[config.mk]
export PLATFORM = sky130hd
export DESIGN_NAME = gpio_bank_regs
export DESIGN_NICKNAME = d
export VERILOG_FILES = /design/src/rtl/gpio_port_pkg.sv /design/src/rtl/gpio_rst_sync.sv /design/src/rtl/gpio_in_sync.sv /design/src/rtl/gpio_addr_dec.sv /design/src/rtl/gpio_bank.sv /design/src/rtl/gpio_bank_regs.sv
export SDC_FILE = /design/constraint.sdc
export NUM_CORES = 1
export LEC_CHECK = 0
export ABC_AREA = 1
export BUFFER_PORTS_ARGS = -buffer_cell sky130_fd_sc_hd__buf_2
export CORE_MARGIN = 2
export CORE_UTILIZATION = 40
export CTS_BUF_LIST = sky130_fd_sc_hd__clkbuf_8
export DETAILED_ROUTE_END_ITERATION = 12
export PLACE_DENSITY = 0.6
export SYNTH_ARGS = -nofsm -noshare
export SYNTH_HDL_FRONTEND = slang
export SYNTH_SLANG_ARGS = --single-unit
[constraint.sdc]
create_clock -name clk -period 6 [get_ports clk]
set_clock_uncertainty 0.2 [all_clocks]
set_input_delay 0.6 -clock clk [delete_from_list [all_inputs] [get_ports clk]]
set_output_delay 0.6 -clock clk [all_outputs]
set_load 0.01 [all_outputs]
[src/rtl/gpio_port_pkg.sv]
package gpio_port_pkg;
  localparam int ADDR_W     = 8;
  localparam int BANK_IDX_W = 3;

  // Upper address nibble selects the register group
  typedef enum logic [3:0] {
    GRP_DATA = 4'h0,
    GRP_DIR  = 4'h1,
    GRP_MODE = 4'h2,
    GRP_CTRL = 4'h3
  } reg_grp_e;

  typedef struct packed {
    logic                  val;   // staged value byte
    logic                  mask;  // mask byte that commits the staged value
    logic                  dir;
    logic                  msel;
    logic                  men;
    logic                  ctrl;
    logic [BANK_IDX_W-1:0] bank;
  } reg_sel_t;
endpackage

[src/rtl/gpio_rst_sync.sv]
module gpio_rst_sync (
  input  logic clk,
  input  logic rst_n,
  output logic rst_out_n
);
  logic [1:0] chain_q;

  always_ff @(posedge clk or negedge rst_n) begin
    if (!rst_n) chain_q <= 2'b00;
    else        chain_q <= {chain_q[0], 1'b1};
  end

  assign rst_out_n = chain_q[1];
endmodule

[src/rtl/gpio_in_sync.sv]
module gpio_in_sync #(
  parameter int WIDTH  = 24,
  parameter int STAGES = 2
) (
  input  logic             clk,
  input  logic             rst_n,
  input  logic             clr,
  input  logic [WIDTH-1:0] d,
  output logic [WIDTH-1:0] q
);
  logic [WIDTH-1:0] st_q [STAGES];
  logic [WIDTH-1:0] st_d [STAGES];

  always_comb begin
    for (int i = 0; i < STAGES; i++) begin
      if (clr)         st_d[i] = '0;
      else if (i == 0) st_d[i] = d;
      else             st_d[i] = st_q[(i > 0) ? i - 1 : 0];
    end
  end

  always_ff @(posedge clk or negedge rst_n) begin
    if (!rst_n) begin
      for (int i = 0; i < STAGES; i++) st_q[i] <= '0;
    end else begin
      for (int i = 0; i < STAGES; i++) st_q[i] <= st_d[i];
    end
  end

  assign q = st_q[STAGES-1];
endmodule

[src/rtl/gpio_addr_dec.sv]
module gpio_addr_dec
  import gpio_port_pkg::*;
#(
  parameter int NUM_BANKS = 3
) (
  input  logic [ADDR_W-1:0] addr,
  output reg_sel_t          sel
);
  localparam logic [3:0] BANKS4 = 4'(NUM_BANKS);

  logic [3:0] off;
  assign off = addr[3:0];

  always_comb begin
    sel = '0;
    case (reg_grp_e'(addr[7:4]))
      GRP_DATA: if ({1'b0, off[3:1]} < BANKS4) begin
        sel.bank = off[3:1];
        sel.val  = ~off[0];
        sel.mask = off[0];
      end
      GRP_DIR: if (off < BANKS4) begin
        sel.bank = off[2:0];
        sel.dir  = 1'b1;
      end
      GRP_MODE: if ({1'b0, off[3:1]} < BANKS4) begin
        sel.bank = off[3:1];
        sel.msel = ~off[0];
        sel.men  = off[0];
      end
      GRP_CTRL: sel.ctrl = (off == 4'h0);
      default: ;
    endcase
  end
endmodule

[src/rtl/gpio_bank.sv]
module gpio_bank #(
  parameter int LANE_W = 8
) (
  input  logic              clk,
  input  logic              rst_n,
  input  logic              hold,
  input  logic              wr_val,
  input  logic              wr_mask,
  input  logic              wr_dir,
  input  logic              wr_msel,
  input  logic              wr_men,
  input  logic [LANE_W-1:0] wdata,
  output logic [LANE_W-1:0] out_q,
  output logic [LANE_W-1:0] dir_q,
  output logic [LANE_W-1:0] msel_q,
  output logic [LANE_W-1:0] men_q,
  output logic [LANE_W-1:0] oe
);
  logic [LANE_W-1:0] stage_q, stage_d, out_d, dir_d, msel_d, men_d;
  logic              upd_en;

  assign upd_en = hold | wr_val | wr_mask | wr_dir | wr_msel | wr_men;

  always_comb begin
    stage_d = stage_q;
    out_d   = out_q;
    dir_d   = dir_q;
    msel_d  = msel_q;
    men_d   = men_q;
    if (hold) begin
      stage_d = '0;
      out_d   = '0;
      dir_d   = '0;
      msel_d  = '0;
      men_d   = '0;
    end else begin
      if (wr_val)  stage_d = wdata;
      if (wr_mask) out_d   = (out_q & ~wdata) | (stage_q & wdata);
      if (wr_dir)  dir_d   = wdata;
      if (wr_msel) msel_d  = wdata;
      if (wr_men)  men_d   = wdata;
    end
  end

  always_ff @(posedge clk or negedge rst_n) begin
    if (!rst_n) begin
      stage_q <= '0;
      out_q   <= '0;
      dir_q   <= '0;
      msel_q  <= '0;
      men_q   <= '0;
    end else if (upd_en) begin
      stage_q <= stage_d;
      out_q   <= out_d;
      dir_q   <= dir_d;
      msel_q  <= msel_d;
      men_q   <= men_d;
    end
  end

  // Enabled single-ended pins drive only in their active level
  assign oe = dir_q & (~men_q | (msel_q & out_q) | (~msel_q & ~out_q));
endmodule

[src/rtl/gpio_bank_regs.sv]
module gpio_bank_regs
  import gpio_port_pkg::*;
#(
  parameter  int NUM_BANKS = 3,
  parameter  int LANE_W    = 8,
  localparam int NPINS     = NUM_BANKS * LANE_W
) (
  input  logic              clk,
  input  logic              rst_n,
  input  logic [ADDR_W-1:0] bus_addr,
  input  logic [LANE_W-1:0] bus_wdata,
  input  logic              bus_wr,
  input  logic              bus_rd,
  output logic [LANE_W-1:0] bus_rdata,
  input  logic [NPINS-1:0]  pin_in,
  output logic [NPINS-1:0]  pin_out,
  output logic [NPINS-1:0]  pin_oe
);
  logic       rst_int_n;
  reg_sel_t   sel;
  logic       hold_q, hold_d, hold_en;
  logic [NPINS-1:0] pin_sync, dir_all, msel_all, men_all;
  logic [LANE_W-1:0] out_b [NUM_BANKS];
  logic [LANE_W-1:0] dir_b [NUM_BANKS];
  logic [LANE_W-1:0] msel_b[NUM_BANKS];
  logic [LANE_W-1:0] men_b [NUM_BANKS];
  logic [LANE_W-1:0] sync_b[NUM_BANKS];
  logic [LANE_W-1:0] rd_mux, rdata_q;

  gpio_rst_sync u_rst (.clk(clk), .rst_n(rst_n), .rst_out_n(rst_int_n));

  gpio_addr_dec #(.NUM_BANKS(NUM_BANKS)) u_dec (.addr(bus_addr), .sel(sel));

  // Port hold control
  assign hold_en = bus_wr & sel.ctrl;
  always_comb begin
    hold_d = hold_q;
    if (hold_en) hold_d = bus_wdata[0];
  end

  always_ff @(posedge clk or negedge rst_n) begin
    if (!rst_n)          hold_q <= 1'b1;
    else if (!rst_int_n) hold_q <= 1'b1;
    else if (hold_en)    hold_q <= hold_d;
  end

  gpio_in_sync #(.WIDTH(NPINS), .STAGES(2)) u_sync (
    .clk(clk), .rst_n(rst_int_n), .clr(hold_d), .d(pin_in), .q(pin_sync)
  );

  for (genvar b = 0; b < NUM_BANKS; b++) begin : g_bank
    logic hit;
    logic [LANE_W-1:0] oe_b;
    assign hit = bus_wr & (sel.bank == BANK_IDX_W'(b));

    gpio_bank #(.LANE_W(LANE_W)) u_bank (
      .clk(clk), .rst_n(rst_int_n), .hold(hold_d),
      .wr_val(hit & sel.val), .wr_mask(hit & sel.mask), .wr_dir(hit & sel.dir),
      .wr_msel(hit & sel.msel), .wr_men(hit & sel.men), .wdata(bus_wdata),
      .out_q(out_b[b]), .dir_q(dir_b[b]), .msel_q(msel_b[b]), .men_q(men_b[b]),
      .oe(oe_b)
    );

    assign sync_b[b]                       = pin_sync[b*LANE_W +: LANE_W];
    assign pin_out [b*LANE_W +: LANE_W]    = out_b[b];
    assign pin_oe  [b*LANE_W +: LANE_W]    = oe_b;
    assign dir_all [b*LANE_W +: LANE_W]    = dir_b[b];
    assign msel_all[b*LANE_W +: LANE_W]    = msel_b[b];
    assign men_all [b*LANE_W +: LANE_W]    = men_b[b];
  end

  // Read path
  always_comb begin
    rd_mux = '0;
    if (sel.val)       rd_mux = sync_b[sel.bank];
    else if (sel.mask) rd_mux = out_b[sel.bank];
    else if (sel.dir)  rd_mux = dir_b[sel.bank];
    else if (sel.msel) rd_mux = msel_b[sel.bank];
    else if (sel.men)  rd_mux = men_b[sel.bank];
    else if (sel.ctrl) rd_mux = LANE_W'(hold_q);
  end

  always_ff @(posedge clk or negedge rst_int_n) begin
    if (!rst_int_n)  rdata_q <= '0;
    else if (bus_rd) rdata_q <= rd_mux;
  end

  assign bus_rdata = rdata_q;
endmodule

# Word-level counts from Yosys, hierarchy flattened
# Cells that the tools add are included.
[op_classes] order_cmp=3 n_eq_ne=6 muxes=65 bitwise_logic=70 reduce_logical=34
[ops] cell="$mux 8" n=45
[ops] cell="$and 8x8->8" n=15
[ops] cell="$bmux 8 s2" n=5
[ops] cell="$not 8->8" n=10
[ops] cell="$or 8x8->8" n=9
[ops] cell="$mux 24" n=2
[ops] cell="$reduce_and 2->1" n=15
[ops] cell="$reduce_bool 2->1" n=15
[ops] cell="$and 1x1->1" n=19
[ops] cell="$or 1x1->1" n=15
[ops] cell="$eq 4x2->1 const B" n=2
[ops] cell="$logic_not 4->1" n=2
[ops] cell="$mux 1" n=7
[ops] cell="$mux 2" n=3
[ops] cell="$mux 3" n=2
[ops] cell="$pmux 3 s2" n=1
[ops] cell="$eq 4x1->1 const B" n=1
[ops] cell="$ge 4x3->1 const B" n=1
[ops] cell="$lt 4x2->1 const B" n=1
[ops] cell="$not 3->4" n=1
[ops] cell="$eq 3x1->1 const B" n=1
[ops] cell="$eq 3x2->1 const B" n=1
[ops] cell="$logic_not 3->1" n=1
[ops] cell="$lt 3x2->1 const B" n=1
[ops] cell="3 further kinds" n=3
[totals] register_bits=179 out_inout_bits=56 elab_cells=198

# Depth between registers and ports, before layout
# Gate-level depths: netlist of run 1.
[logic_depth] word_depth=12 depth_mapped=14

# Modules after synthesis
# From an unflattened synthesis of run 1, not the netlist that was laid out.
[unflattened] cells_unflattened=1168 hier_area_um2=9190.1
[by_module_without_submodules] mod="gpio_bank" n_inst=3 cells_each=217 area_each_um2=1896.8
[by_module_without_submodules] mod="gpio_in_sync" n_inst=1 cells_each=173 area_each_um2=1785.5
[by_module_without_submodules] mod="gpio_bank_regs" n_inst=1 cells_each=302 area_each_um2=1482.7
[by_module_without_submodules] mod="gpio_addr_dec" n_inst=1 cells_each=39 area_each_um2=177.7
[by_module_without_submodules] mod="gpio_rst_sync" n_inst=1 cells_each=3 area_each_um2=53.8

# Worst setup path before layout of run 1
# OpenSTA, ideal clock, no wires.
[synth_path] path_type="register -> register" from="reg u_rst.chain_q[1]" to="reg hold_q" setup_time_ps=247 arrival_time_ps=4224 path_slack_ps=1329 path_stages_with_launch=2 synth_period_minus_slack_ps=4671 path_cell_list="dfrtp_1 -> nand2_1"
[synth_via] elab_chain_cells=1 elab_cells_between_ends=2 classes_between="1 x eq/ne; 1 x mux"
[synth_rtl] element="start: declaration" line_no="gpio_rst_sync.sv:6" source="logic [1:0] chain_q;"
[synth_rtl] element="start signal: assignment" line_no="gpio_rst_sync.sv:10" source="else chain_q <= {chain_q[0], 1'b1};"
[synth_rtl] element="$ne 2x2->1 (no source line) / $mux 1 (equally long branches)"
[synth_rtl] element="end signal: assignment" line_no="gpio_bank_regs.sv:44" source="else if (hold_en) hold_q <= hold_d;"
[synth_rtl] element="end: declaration" line_no="gpio_bank_regs.sv:21" source="logic hold_q, hold_d, hold_en;"
# Parallel ways exist; a longest one is shown, timed or not.
# A chain may end at the register's enable or synchronous reset.

# Worst setup path in the final report of run 1
[layout_path] from="in bus_addr[7]" to="reg g_bank[1].u_bank.msel_q[3]"
[layout_via] elab_chain_cells=12 elab_cells_between_ends=27 classes_between="4 x eq/ne; 7 x mux; 12 x bitwise; 4 x reduce/logical"
[layout_rtl] element="start: declaration" line_no="gpio_bank_regs.sv:10" source="input logic [ADDR_W-1:0] bus_addr,"
[layout_rtl] element="$eq 4x2->1 / $logic_not 4->1 (equally long branches)" line_no="gpio_addr_dec.sv:16" source="case (reg_grp_e'(addr[7:4]))"
[layout_rtl] element="$reduce_or 2->1 (no source line)"
[layout_rtl] element="$pmux 3 s2" line_no="gpio_addr_dec.sv:16"
[layout_rtl] element="$eq 3x1->1" line_no="gpio_bank_regs.sv:54" source="assign hit = bus_wr & (sel.bank == BANK_IDX_W'(b));"
[layout_rtl] element="$and 1x1->1" line_no="gpio_bank_regs.sv:54"
[layout_rtl] element="$and 1x1->1" line_no="gpio_bank_regs.sv:58" source=".wr_val(hit & sel.val), .wr_mask(hit & sel.mask), .wr_dir(hit & sel.dir),"
[layout_rtl] element="$or 1x1->1 (5 in series)" line_no="gpio_bank.sv:22" source="assign upd_en = hold | wr_val | wr_mask | wr_dir | wr_msel | wr_men;"
[layout_rtl] element="$reduce_and 2->1 (no source line)"
[layout_rtl] element="end signal: assignment" line_no="gpio_bank.sv:56" source="msel_q <= msel_d;"
[layout_rtl] element="end: declaration" line_no="gpio_bank.sv:15" source="output logic [LANE_W-1:0] msel_q,"
# Parallel ways exist; a longest one is shown, timed or not.

==> flow_metrics.py, run 1 <==
metrics = {
    "status": {
        "outcome": "completed",
    },
    "logic_synthesis": {
        "ys_seq_elements": 179,
        "syn_nets": 1124,
        "ys_seq_area_share_pct": 52.89,
        "synth_cells": 1080,
        "syn-mean-instance-area_um2": 7.844,
        "syn_area_um2": 8472,
        "synth_cell_types": 26,
        "yosysWarnings": 0,
    },
    "timing": {
        "hold_viol": 0,
        "setup_tns_ns": 0,
        "min_period_over_period_pct": 49.46,
        "relSlewSlack_pct": 30.43,
        "finalSetupViolations": 0,
        "max_freq_mhz": 337.0,
        "worst_pin_slew_ns": 1.038,
        "fin_crit_ns": 2.968,
        "rsz0062_at_grt": "false",
        "slew_viol_final": 0,
        "holdWs_ns": 0.1041,
    },
    "placed_design": {
        "gp_congestion": 0.8662,
        "hpwl_um": 16810,
        "place_area_um2": 9174,
        "portBuffers": 99,
    },
    "clock_network": {
        "clock_latency_ns": 0.48,
        "cts-root-buf": "clkbuf_8",
        "hold_buffers": 1,
        "clkTransAtPathRegs_ns": 0.12,
        "cts_sinks": 179,
        "cts_setup_buffers": 0,
        "cts_tree": "done",
        "cts_buffer_depth": 2,
        "htreeDepth": 4,
        "cts_resized": 0,
        "cts_made_buffers": 17,
    },
    "floorplan": {
        "rows": 53,
        "die_h_um": 149.5,
        "dieArea_um2": 22360,
        "io_pins": 100,
        "die_w_um": 149.5,
        "start_util_pct": 40.56,
        "fp.coreArea_um2": 20890,
    },
    "routing": {
        "wl_um": 24810,
        "drc": 0,
        "antenna_left": 0,
        "via_count": 7385,
        "drt_iter0_drc": 674,
        "wl_per_cell_um": 17.09,
        "firstDrtPassIters": 6,
        "avgViaCountPerCell": 5.086,
    },
    "global_routing": {
        "antenna_found_initial": 0,
        "grt_start_max_net_pins": 102,
        "grt_pass1_wl_um": 38450,
        "grt_use_total_pct": 22.88,
        "grt_overflow": 0,
        "grt_pass1_vias": 6673,
    },
    "worst_setup_path": {
        "crit_fanout": 53,
        "path_class": "primary input to flop",
        "worst_ep_arrival_time_ns": 3.12,
        "crit_slowest_cell": "inv_2",
        "cp-start-kind": "primary input",
        "slowest_delay_ns": 0.71,
        "path_cells": "buf_2, nor2_2, nand2_1, inv_1, nand3_1, nand2_1, o21ai_4, buf_4, inv_2, nor2_1, inv_1, o21ai_0",
        "critical_path_required_ns": 6.16,
        "cp-end-kind": "flop",
    },
    "flow_run": {
        "drv_cap": 0,
    },
    "power": {
        "p_leak_nw": 4.690,
        "ir_worst_vdd_mv": 0.1273,
        "power_density_nw_per_um2": 224.0,
        "p_total_mw": 2.155,
    },
    "final_layout": {
        "area_delta_synth_final_pct": 13.57,
        "fin_area_um2": 9622,
        "drive_gt1_share_pct": 13.93,
        "layout_commonest_cell": "nand2_1",
        "n_antenna_cell": 0,
        "final_cell_mix": "nand2_1, dfrtp_1, o21ai_0",
        "fin_nets": 1208,
    },
    "min_path": {
        "hp-class": "primary input to flop",
    },
}
per-layer routing:
metal	up-vias	GRT usage (%)	part of all wire, %
met1	3500	33.00	46
met5	-	0	0
met4	0	7.952	2.6
li1	3599	-	-
met3	39	4.360	6.5
met2	247	34.50	45
worst max-delay path: cells and delay by family:
family	cells	cell delay [ns]
AOI/OAI and AO/OA	2	0.19
and+or+nand+nor	5	0.81
buffers and inverters	5	1.50
area by class of cell:
| cell class | instances | area [µm²] |
|---|---|---|
| Sequential cell | 179 | 4484 |
| Multi-Input combinational cell | 735 | 3316 |
| Timing Repair Buffer | 108 | 578.1 |
| Clock inverter | 15 | 203.9 |
| Tap cell | 275 | 344.1 |
| Clock buffer | 17 | 234.0 |
| Fill cell | 2121 | 11270 |
| Inverter | 123 | 461.7 |
cells in the mapped netlist:
cell | number | area, µm²
a21oi_1 | 44 | 220.2
nand4_1 | 2 | 12.51
o21a_1 | 23 | 172.7
nor3_2 | 2 | 20.02
nor2_2 | 1 | 6.260
nor3_1 | 1 | 5.000
a21oi_2 | 1 | 8.760
nand2_1 | 320 | 1201
a22o_1 | 3 | 26.28
nand3_1 | 90 | 450.4
dfstp_2 | 1 | 26.28
nand2_4 | 1 | 11.26
dfrtp_1 | 178 | 4454
buf_2 | 28 | 140.1
inv_2 | 7 | 26.28
o21bai_1 | 2 | 15.01
o21ai_0 | 136 | 680.7
clkbuf_1 | 7 | 26.28
o21ai_4 | 1 | 16.27
buf_4 | 8 | 60.06
nor2_1 | 93 | 349.1
nor2_4 | 5 | 56.30
inv_1 | 116 | 435.4
o21ai_1 | 7 | 35.03
nand2_2 | 2 | 12.51
conb_1 | 1 | 3.750
state kept, by name, summed over array words and instances (netlist names):
signal and cells:
bus_rdata 8, g_bank.u_bank.dir_q 24, g_bank.u_bank.men_q 24, g_bank.u_bank.msel_q 24
g_bank.u_bank.out_q 24, g_bank.u_bank.stage_q 24, hold_q 1, u_rst.chain_q 2
u_sync.q 24, u_sync.st_q 24
worst paths after layout:
kind | slack, ns | cells after the start | from | to
min in group asynchronous | 0.25 | 2 | rst_n | u_rst.chain_q[1]$_DFF_PN0_
worst min-delay path | 0.10 | 3 | pin_in[19] | u_sync.st_q[43]$_DFF_PN0_
max in group asynchronous | 4.21 | 1 | u_rst.chain_q[1]$_DFF_PN0_ | g_bank[0].u_bank.stage_q[5]$_DFFE_PN0P_
worst min register to register | 0.16 | 0 | u_rst.chain_q[0]$_DFF_PN0_ | u_rst.chain_q[1]$_DFF_PN0_
worst max register to register | 3.28 | 8 | hold_q$_DFFE_PN1P_ | g_bank[1].u_bank.msel_q[3]$_DFFE_PN0P_
worst max-delay path | 3.03 | 12 | bus_addr[7] | g_bank[1].u_bank.msel_q[3]$_DFFE_PN0P_
report_power, final:
group          internal [mW]  switching, mW
registers               1.21         0.0115
logic                 0.0198         0.0495
clock network          0.328          0.538
cells by family after synthesis:
logic type | synth area share (%)
simple gates | 25.08
compound gates | 13.87
flops | 52.89
buf+inv | 8.123
other cells | 0.04426
stage by stage:
step           worst slack (ns)  cells  util, %
2_1_floorplan            0.4528   1080        -
3_3_place_gp              2.602   1419    43.92
3_5_place_dp              2.494   1419    43.92
4_1_cts                   3.012   1452    46.06
5_1_grt                   2.675   1452    46.06
6_report                  3.032   1452    46.06
(Power assumes the default switching activity.)
==> run 2, diff against run 1 <==
==> constraint.sdc (replaced) <==
create_clock -name clk -period 2.53 [get_ports clk]
set_clock_uncertainty 0.2 [all_clocks]
set_input_delay 0.253 -clock clk [delete_from_list [all_inputs] [get_ports clk]]
set_output_delay 0.253 -clock clk [all_outputs]
set_load 0.01 [all_outputs]
==> run 2 against run 1 <==
Register-to-register slack worse by 2.7 ns. Hold slack worse by 0.056 ns. Wire length fell by 1.5%. Largest cell class unchanged. Die area unchanged. Cell count increased by 3.2%. Sequential share of layout area down 2.3 points. Power up 140%. Utilization rose by 2.4 points.
==> flow_metrics.py, run 2 (synthesis gave the netlist of run 1 again) <==
metrics = {
    "clock_network": {
        "cts_made_buffers": 17,
        "htreeDepth": 4,
        "cts_sinks": 179,
        "cts_buffer_depth": 2,
        "cts_tree": "done",
        "cts_resized": 0,
        "clock_latency_ns": 0.49,
        "clkTransAtPathRegs_ns": 0.11,
        "cts-root-buf": "clkbuf_8",
    },
    "worst_setup_path": {
        "critical_path_required_ns": 2.08,
        "path_delay_family": "flip-flops",
        "worst_ep_arrival_time_ns": 1.63,
        "path_class": "flop to primary output",
        "r2r_start": "hold_q$_DFFE_PN1P_",
        "startpoint": "g_bank[1].u_bank.out_q[4]$_DFFE_PN0P_",
        "cp-end-kind": "primary output",
        "reg2reg_depth": 8,
        "slowest_delay_ns": 0.50,
        "path_buf_inv": 1,
        "path_cells": "o21a_1, a21oi_1, buf_2",
        "cp-start-kind": "flop",
        "cp.depth": 3,
        "crit_fanout": 5,
        "crit_slowest_cell": "dfrtp_1",
    },
    "global_routing": {
        "grt_pass1_vias": 6901,
        "grt_start_max_net_pins": 95,
        "grt_use_total_pct": 22.77,
        "antenna_found_initial": 0,
        "grt_pass1_wl_um": 38540,
        "grt_overflow": 0,
    },
    "routing": {
        "avgViaCountPerCell": 5.009,
        "drc": 0,
        "wl_per_cell_um": 16.30,
        "via_count": 7508,
        "drt_iter0_drc": 600,
        "firstDrtPassIters": 5,
        "wl_um": 24430,
        "antenna_left": 0,
    },
    "floorplan": {
        "dieArea_um2": 22360,
        "io_pins": 100,
        "start_util_pct": 40.56,
        "die_w_um": 149.5,
        "fp.coreArea_um2": 20890,
        "die_h_um": 149.5,
        "rows": 53,
    },
    "timing": {
        "setup_tns_ns": 0,
        "hold_viol": 0,
        "min_period_over_period_pct": 82.26,
        "rsz0062_at_grt": "false",
        "fin_crit_ns": 2.081,
        "max_freq_mhz": 480.5,
        "finalSetupViolations": 0,
        "slew_viol_final": 0,
    },
    "min_path": {
        "hp-class": "primary input to asynchronous set/reset pin",
    },
    "final_layout": {
        "n_antenna_cell": 0,
        "fillers": 2050,
        "drive_gt1_share_pct": 14.46,
        "fin_nets": 1255,
        "final_cell_mix": "nand2_1, dfrtp_1, o21ai_0",
        "fin_area_um2": 10130,
        "area_delta_synth_final_pct": 19.52,
        "layout_commonest_cell": "nand2_1",
    },
    "power": {
        "p_leak_nw": 4.922,
        "power_density_nw_per_um2": 515.8,
        "ir_worst_vdd_mv": 0.3059,
    },
    "flow_run": {
        "drv_cap": 0,
    },
    "status": {
        "outcome": "completed",
    },
    "placed_design": {
        "place_area_um2": 9336,
        "portBuffers": 99,
        "gp_congestion": 0.8764,
        "hpwl_um": 16940,
    },
}
-- run 2: per-layer routing --
metal | vias up | track usage (%) | routed length, µm
met5 | - | 0 | 0
met3 | 31 | 3.628 | 1366
li1 | 3695 | - | -
met4 | 0 | 6.810 | 459
met2 | 240 | 35.39 | 11290
met1 | 3542 | 32.91 | 11310
-- run 2: repair_timing --
item / 4_1_cts / 5_1_grt
hold endpoints to repair: 50 / 0
endpoints found under the setup margin: 0 / 0
hold buffers: 34 / 0
buffers inserted: 0 / 0
-- run 2: area by class of cell --
class / instances / area [µm²] / area share, %
clock inverter: 15 / 215.2 / 2.125
tap: 275 / 344.1 / 3.398
sequential: 179 / 4484 / 44.29
multi-input combinational: 735 / 3311 / 32.69
inverter: 123 / 461.7 / 4.559
clock buffer: 17 / 234.0 / 2.311
timing repair buffer: 155 / 1076 / 10.63
-- run 2: metrics by stage --
stage / total power [mW] / util (%) / setup slack (ns) / instances / hold slack [ns]
after global placement: 3.119 / 44.70 / 0.1844 / 1433 / -0.1475
after global routing: 5.401 / 48.48 / 0.3961 / 1499 / 0.03880
after floorplan: 3.023 / - / 0.4876 / 1080 / -0.2426
final: 5.223 / 48.48 / 0.4488 / 1499 / 0.04790
after detailed placement: 3.119 / 44.70 / 0.1221 / 1433 / -0.1457
after CTS: 5.268 / 48.48 / 0.4447 / 1499 / 0.03116
-- run 2: final timing paths --
check | to | slack (ns)
max | pin_oe[12] | 0.45
min | hold_q$_DFFE_PN1P_ | 0.05
max reg2reg | g_bank[0].u_bank.dir_q[6]$_DFFE_PN0P_ | 0.60
min reg2reg | u_rst.chain_q[1]$_DFF_PN0_ | 0.16
max in group asynchronous | u_rst.chain_q[1]$_DFF_PN0_ | 1.54
min in group clk | g_bank[1].u_bank.out_q[0]$_DFFE_PN0P_ | 0.08
-- run 2: report_power, final --
part	switching, mW	internal, mW
Clock	1.32	0.804
Sequential	0.00506	2.87
Combinational	0.142	0.0861
